### src/rtl/pcd_pkg.sv
package pcd_pkg;
  localparam int LO_W_D   = 5;
  localparam int HI_W_D   = 5;
  localparam int LO_POS_D = 0;
  localparam int HI_POS_D = 27;
  localparam int BYP_POS_D = 26;
  localparam int FLD_W_D  = LO_W_D + HI_W_D;
  localparam int MAX_DIV_D = (1 << FLD_W_D) + 1;
  localparam int DIV_W_D  = $clog2(MAX_DIV_D + 1);
endpackage

### src/rtl/pcd_decode.sv
module pcd_decode #(
  parameter int LO_W    = pcd_pkg::LO_W_D,
  parameter int HI_W    = pcd_pkg::HI_W_D,
  parameter int LO_POS  = pcd_pkg::LO_POS_D,
  parameter int HI_POS  = pcd_pkg::HI_POS_D,
  parameter int BYP_POS = pcd_pkg::BYP_POS_D,
  parameter int DIV_W   = pcd_pkg::DIV_W_D
) (
  input  logic [31:0]      word,
  output logic             byp,
  output logic [DIV_W-1:0] div
);
  localparam int FLD_W = LO_W + HI_W;

  // joins the two field parts, high part on top
  function automatic logic [FLD_W-1:0] join_fld(input logic [31:0] w);
    logic [FLD_W-1:0] f;
    for (int i = 0; i < LO_W; i++) f[i] = w[LO_POS + i];
    for (int i = 0; i < HI_W; i++) f[LO_W + i] = w[HI_POS + i];
    return f;
  endfunction

  function automatic logic [DIV_W-1:0] fld_to_div(input logic [FLD_W-1:0] f);
    return DIV_W'(f) + DIV_W'(2);
  endfunction

  always_comb begin
    byp = word[BYP_POS];
    div = byp ? DIV_W'(1) : fld_to_div(join_fld(word));
  end

  always_comb begin
    a_r2_div_floor: assert (byp || div >= DIV_W'(2));
  end
endmodule

### src/rtl/pcd_encode.sv
module pcd_encode #(
  parameter int LO_W    = pcd_pkg::LO_W_D,
  parameter int HI_W    = pcd_pkg::HI_W_D,
  parameter int LO_POS  = pcd_pkg::LO_POS_D,
  parameter int HI_POS  = pcd_pkg::HI_POS_D,
  parameter int BYP_POS = pcd_pkg::BYP_POS_D,
  parameter int DIV_W   = pcd_pkg::DIV_W_D
) (
  input  logic [31:0]      word_in,
  input  logic [DIV_W-1:0] req,
  output logic [31:0]      word_out
);
  localparam int FLD_W   = LO_W + HI_W;
  localparam int MAX_DIV = (1 << FLD_W) + 1;

  function automatic logic [31:0] owned_mask();
    logic [31:0] m;
    m = '0;
    for (int i = 0; i < LO_W; i++) m[LO_POS + i] = 1'b1;
    for (int i = 0; i < HI_W; i++) m[HI_POS + i] = 1'b1;
    m[BYP_POS] = 1'b1;
    return m;
  endfunction

  function automatic logic [FLD_W-1:0] req_to_fld(input logic [DIV_W-1:0] r);
    logic [DIV_W-1:0] c;
    c = (r > DIV_W'(MAX_DIV)) ? DIV_W'(MAX_DIV) : r;
    return FLD_W'(c - DIV_W'(2));
  endfunction

  function automatic logic [31:0] place(input logic [DIV_W-1:0] r);
    logic [31:0] w;
    logic [FLD_W-1:0] f;
    w = '0;
    if (r <= DIV_W'(1)) begin
      w[BYP_POS] = 1'b1;
    end else begin
      f = req_to_fld(r);
      for (int i = 0; i < LO_W; i++) w[LO_POS + i] = f[i];
      for (int i = 0; i < HI_W; i++) w[HI_POS + i] = f[LO_W + i];
    end
    return w;
  endfunction

  logic [31:0] keep_mask;
  logic [31:0] new_bits;

  always_comb begin
    keep_mask = ~owned_mask();
    new_bits  = place(req);
    word_out  = (word_in & keep_mask) | new_bits;
  end

  always_comb begin
    a_r6_keep_other: assert ((word_out & keep_mask) == (word_in & keep_mask));
    a_r4_byp_clean:  assert (!(req <= DIV_W'(1)) || new_bits[BYP_POS]);
  end
endmodule

### src/rtl/pcd_tick_gen.sv
module pcd_tick_gen #(
  parameter int DIV_W = pcd_pkg::DIV_W_D
) (
  input  logic             clk,
  input  logic             rst_n,
  input  logic [DIV_W-1:0] next_div,
  output logic             en,
  output logic [DIV_W-1:0] cur_div
);
  logic [DIV_W-1:0] cnt;
  logic             period_end;

  assign period_end = (cnt == cur_div - DIV_W'(1));
  assign en = period_end;

  always_ff @(posedge clk) begin
    if (!rst_n) begin
      cnt     <= '0;
      cur_div <= DIV_W'(1);
    end else if (period_end) begin
      cnt     <= '0;
      cur_div <= next_div;
    end else begin
      cnt     <= cnt + DIV_W'(1);
    end
  end

  a_r2_cnt_bound: assert property (@(posedge clk) disable iff (!rst_n)
    cnt < cur_div);
  a_r7_hold_mid: assert property (@(posedge clk) disable iff (!rst_n)
    !en |=> $stable(cur_div));
  a_r1_full_rate: assert property (@(posedge clk) disable iff (!rst_n)
    (cur_div == DIV_W'(1)) |-> en);
endmodule

### src/rtl/pcd_pixclk_div.sv
module pcd_pixclk_div #(
  parameter int LO_W    = pcd_pkg::LO_W_D,
  parameter int HI_W    = pcd_pkg::HI_W_D,
  parameter int LO_POS  = pcd_pkg::LO_POS_D,
  parameter int HI_POS  = pcd_pkg::HI_POS_D,
  parameter int BYP_POS = pcd_pkg::BYP_POS_D,
  parameter int DIV_W   = $clog2((1 << (LO_W + HI_W)) + 2)
) (
  input  logic             clk,
  input  logic             rst_n,
  input  logic [31:0]      cfg_word,
  input  logic [DIV_W-1:0] req_div,
  output logic [31:0]      cfg_word_upd,
  output logic             pix_en,
  output logic [DIV_W-1:0] div_now
);
  logic             cfg_byp;
  logic [DIV_W-1:0] cfg_div;

  pcd_decode #(.LO_W(LO_W), .HI_W(HI_W), .LO_POS(LO_POS), .HI_POS(HI_POS),
               .BYP_POS(BYP_POS), .DIV_W(DIV_W)) u_dec (
    .word(cfg_word), .byp(cfg_byp), .div(cfg_div));

  pcd_encode #(.LO_W(LO_W), .HI_W(HI_W), .LO_POS(LO_POS), .HI_POS(HI_POS),
               .BYP_POS(BYP_POS), .DIV_W(DIV_W)) u_enc (
    .word_in(cfg_word), .req(req_div), .word_out(cfg_word_upd));

  pcd_tick_gen #(.DIV_W(DIV_W)) u_tick (
    .clk(clk), .rst_n(rst_n), .next_div(cfg_div),
    .en(pix_en), .cur_div(div_now));

  a_r8_readback_load: assert property (@(posedge clk) disable iff (!rst_n)
    pix_en |=> div_now == $past(cfg_div));
  a_r1_byp_one: assert property (@(posedge clk) disable iff (!rst_n)
    (pix_en && cfg_byp) |=> div_now == DIV_W'(1));
endmodule

### config.mk
export PLATFORM = sky130hd
export DESIGN_NAME = pcd_pixclk_div
export DESIGN_NICKNAME = d
export VERILOG_FILES = /design/src/rtl/pcd_pkg.sv /design/src/rtl/pcd_decode.sv /design/src/rtl/pcd_encode.sv /design/src/rtl/pcd_tick_gen.sv /design/src/rtl/pcd_pixclk_div.sv
export SDC_FILE = /design/constraint.sdc
export NUM_CORES = 1
export LEC_CHECK = 0
export ABC_AREA = 1
export BUFFER_PORTS_ARGS = -buffer_cell sky130_fd_sc_hd__buf_2
export CELL_PAD_IN_SITES_DETAIL_PLACEMENT = 0
export CELL_PAD_IN_SITES_GLOBAL_PLACEMENT = 2
export CORE_ASPECT_RATIO = 1.2
export CORE_MARGIN = 10
export CORE_UTILIZATION = 23
export CTS_BUF_LIST = sky130_fd_sc_hd__clkbuf_16
export CTS_CLUSTER_SIZE = 30
export DETAILED_ROUTE_END_ITERATION = 16
export GPL_ROUTABILITY_DRIVEN = 0
export PLACE_DENSITY_LB_ADDON = 0.1
export SYNTH_ARGS = -nofsm -noshare
export SYNTH_HDL_FRONTEND = slang
export SYNTH_HIERARCHICAL = 1
export SYNTH_SLANG_ARGS = --single-unit
### constraint.sdc
create_clock -name clk -period 2.3 [get_ports clk]
set_input_delay 0.345 -clock clk [delete_from_list [all_inputs] [get_ports clk]]
set_output_delay 0.345 -clock clk [all_outputs]
set_load 0.02 [all_outputs]
After elaboration in Yosys (flattened, before gate mapping):

Cells that the tools add are included.

* input bits: 45
* bits in registers: 22
* logic and storage cells: 17

* reductions and logical operators: 1
* bitwise gates (word level): 2
* mux-type cells: 5
* $add $sub $neg: 4
* order comparisons: 2
* equal/unequal tests: 1

Operators by type and width (number)
* 26-bit by 32-bit OR with 32-bit output: 1
* 10-bit by 2-bit adder with 11-bit output (second input constant): 1
* 11-bit by 1-bit adder with 11-bit output (second input constant): 1
* 11-bit == test: 1
* 11-bit > comparator (second input constant): 1
* 11-bit by 1-bit <= comparator with 1-bit output (second input constant): 1
* 11-bit two-way mux: 1
* 11-bit by 1-bit subtractor with 11-bit output (second input constant): 1
* 10-bit two-way mux: 1
* 5-bit two-way mux: 2
* 10-bit by 2-bit subtractor with 10-bit output (second input constant): 1
* 2-bit OR reduction: 1
* 1-bit two-way mux: 1
* 1-bit NOT: 1

Depth between registers and ports, before layout:

* depth in word-level cells: 5
* gate-level depth with buffers: 15

Cells and area by module:

The synthesis kept the hierarchy.

Modules (own cells, without submodules)
* pcd_tick_gen: instances 1, cells an instance 206, area each 1318.8 um2, seq. area each 440.4 um2
* pcd_encode: instances 1, cells an instance 81, area each 465.4 um2, seq. area each 0.0 um2
* pcd_decode: instances 1, cells an instance 49, area each 264.0 um2, seq. area each 0.0 um2

Least setup slack after synthesis:

No wires, ideal clock.

* path type: register to output
* start: register u_tick.cur_div[0]
* end: output port pix_en
* arrival time: 1827 ps
* cell stages (with the launch flop): 11
* setup slack: 128 ps
* cell sequence: dfxtp_1 inv_2 ha_1 xor2_1 nand3_1 nor2_1 nand3_1 nor2_2 nand3_4 buf_2 inv_1

* word-level cells in the longest chain between the ends: 2

RTL lines
* start, declared: line pcd_tick_gen.sv:8 `output logic [DIV_W-1:0] cur_div`
* start signal, assigned: line pcd_tick_gen.sv:22 `cur_div <= next_div;`
* 11-bit by 1-bit subtractor with 11-bit output: line pcd_tick_gen.sv:13 `assign period_end = (cnt == cur_div - DIV_W'(1));`
* 11-bit == test: line pcd_tick_gen.sv:13
* end, declared: line pcd_pixclk_div.sv:14 `output logic pix_en,`

Every way passes these cells.

Worst setup path after layout:

* start: register u_tick.cur_div[1]
* end: output port pix_en

The elaborated chain is that of the path after synthesis.

==> results.py <==
metrics = {
    "layout": {
        "fillers": 1037,
        "final_common_cell": "nand2_1",
        "n_antenna_cell": 0,
        "finalNetCount": 416,
        "final_cells": 483,
        "layout-drive-gt1-share": 0.254,
        "final_cell_mix": "nand2_1 (82), nor2_1 (72), buf_2 (45)",
        "syn_to_final_growth_pct": 17.0,
        "stdcell_area_um2": 2390,
        "post-route-util": 0.277,
    },
    "pwr": {
        "ir_worst_vdd_v": 0.000406,
        "p_switching_mw": 0.842,
        "p_leak_nw": 1.24,
        "power_frac_clock": 0.206,
        "seq_power_share": 0.272,
        "swShare": 0.452,
        "power.density_nw_per_um2": 780,
        "share_comb_of_total_power": 0.522,
        "p_int_mw": 1.02,
    },
    "sta": {
        "rsz0062_at_grt": "false",
        "fin_crit_ns": 2.13,
        "relSlewSlack": 0.567,
        "setup_viol": 0,
        "worst_slew_pin_slew_ns": 0.645,
        "fin_tns_setup_ns": 0,
        "slew_viol_final": 0,
        "hold_viol_final": 0,
        "fin_crit_sh": 0.926,
        "worst_slack_ns": 0.169,
        "max_freq_mhz": 469,
        "skew_ns": 0.00464,
    },
    "logic_synthesis": {
        "synth_cells": 335,
        "avgSynthCellArea_um2": 6.09,
        "yosys_warnings": 6,
        "synth_nets": 384,
        "synth.cell_area_um2": 2040,
    },
    "place": {
        "dpl_cell_area_um2": 2260,
        "port_buffers": 46,
        "dp.cells": 477,
        "pre_cts_slack_ns": 0.174,
        "hpwl_um": 5110,
    },
    "clock_network": {
        "cts_hold_buffers": 0,
        "cts-root-buf": "clkbuf_16",
        "cts_tree": "built",
        "path_clk_slew_ns": 0.06,
        "clock_latency_ns": 0.26,
        "cts_max_level": 1,
        "cts_made_buffers": 3,
        "cts_max_path_buffers": 2,
        "clkSinkCount": 22,
    },
    "die": {
        "start_util": 0.237,
        "die-area_um2": 13100,
        "dieWidth_um": 106,
        "io_pins": 89,
        "chipHeight_um": 123,
        "rows": 37,
        "coreArea_um2": 8610,
    },
    "worst_setup_path": {
        "crit_type": "register to primary output",
        "cp.arrival_ns": 1.79,
        "crit_path_end_kind": "primary output",
        "crit_path_max_fanout": 6,
        "critPathLaunchType": "register",
        "cp.required_ns": 1.96,
    },
    "grt": {
        "first_global_vias": 2041,
        "grt_pass1_wl_um": 10100,
        "grt_usage": 0.0937,
        "grt_overflow_total": 0,
        "antenna_found_initial": 0,
        "grt_max_degree": 20,
    },
    "flow_run": {
        "maxCapViolations": 0,
    },
    "routing": {
        "vias": 1950,
        "wl_per_cell_um": 12.5,
        "drt-initial-drc-count": 30,
        "dr.pass1.iters": 4,
        "postRouteAntennaNets": 0,
        "vias_per_cell": 4.04,
        "totalWireLength_um": 6020,
        "drc": 0,
    },
    "worst_hold_path": {
        "hold_class": "primary input to register",
    },
    "run_status": {
        "status": "finished, final reports clean",
    },
}
-- worst paths after layout --
check                          from           endpoint  slack [ns]  cells after the start
hold reg to reg       u_tick/cnt[0]      u_tick/cnt[0]        0.49                      1
setup reg to reg  u_tick/cur_div[1]  u_tick/cur_div[8]        0.31                     13
hold / removal                rst_n  u_tick/cur_div[0]        0.43                      2
setup / recovery  u_tick/cur_div[1]             pix_en        0.17                     11
-- area by class of cell --
class	count	area [um^2]	share of cell area
clock buffer	3	75.1	0.0314
inverter	43	175	0.0733
multi-input combinational	246	1270	0.534
tap	117	146	0.0613
timing repair buffer	51	270	0.113
clock inverter	1	3.75	0.00157
sequential	22	443	0.185
-- stage by stage --
stage | power, mW | hold slack (ns)
after floorplan | 1.25 | 0.440
after global placement | 1.47 | 0.478
after detailed placement | 1.46 | 0.485
after CTS | 1.89 | 0.431
after global routing | 2.05 | 0.454
final | 1.86 | 0.431
-- critical path, cell delays in order (launching register included) --
cell and delay, ns:
dfxtp_2 0.33, inv_1 0.10, ha_4 0.17, nand3_4 0.12, nor2_1 0.11, nand2_1 0.09
nand3_1 0.10, nand2_1 0.09, nor2_4 0.14, nand3_4 0.10, inv_1 0.06, buf_4 0.13
-- per-layer routing --
| layer | global-route usage | routed length, um | share of wire |
|---|---|---|---|
| met5 | 0 | 0 | 0 |
| met4 | 0.0153 | 46 | 0.0076 |
| met3 | 0.0224 | 240 | 0.040 |
| met2 | 0.175 | 3040 | 0.50 |
| met1 | 0.107 | 2690 | 0.45 |
-- power groups by stage --
| stage | combinational (mW) | clock [mW] | sequential [mW] |
|---|---|---|---|
| CTS | 0.983 | 0.397 | 0.510 |
| global route | 1.12 | 0.406 | 0.518 |
| finish | 0.973 | 0.384 | 0.508 |
| floorplan | 0.713 | 0 | 0.540 |
| detailed placement | 0.942 | 0 | 0.519 |
| global placement | 0.949 | 0 | 0.519 |
-- sequential cells by signal, summed over array words and instances, names as in the netlist --
register	flops
u_tick/cur_div	11
u_tick/cnt	11
-- repair_timing --
item / in CTS / in global routing
gates resized for setup: 3 / 6
pin swaps: 1 / 2
setup buffers: 1 / 1
endpoints found under the setup margin: 1 / 2
(Power assumes the default switching activity.)
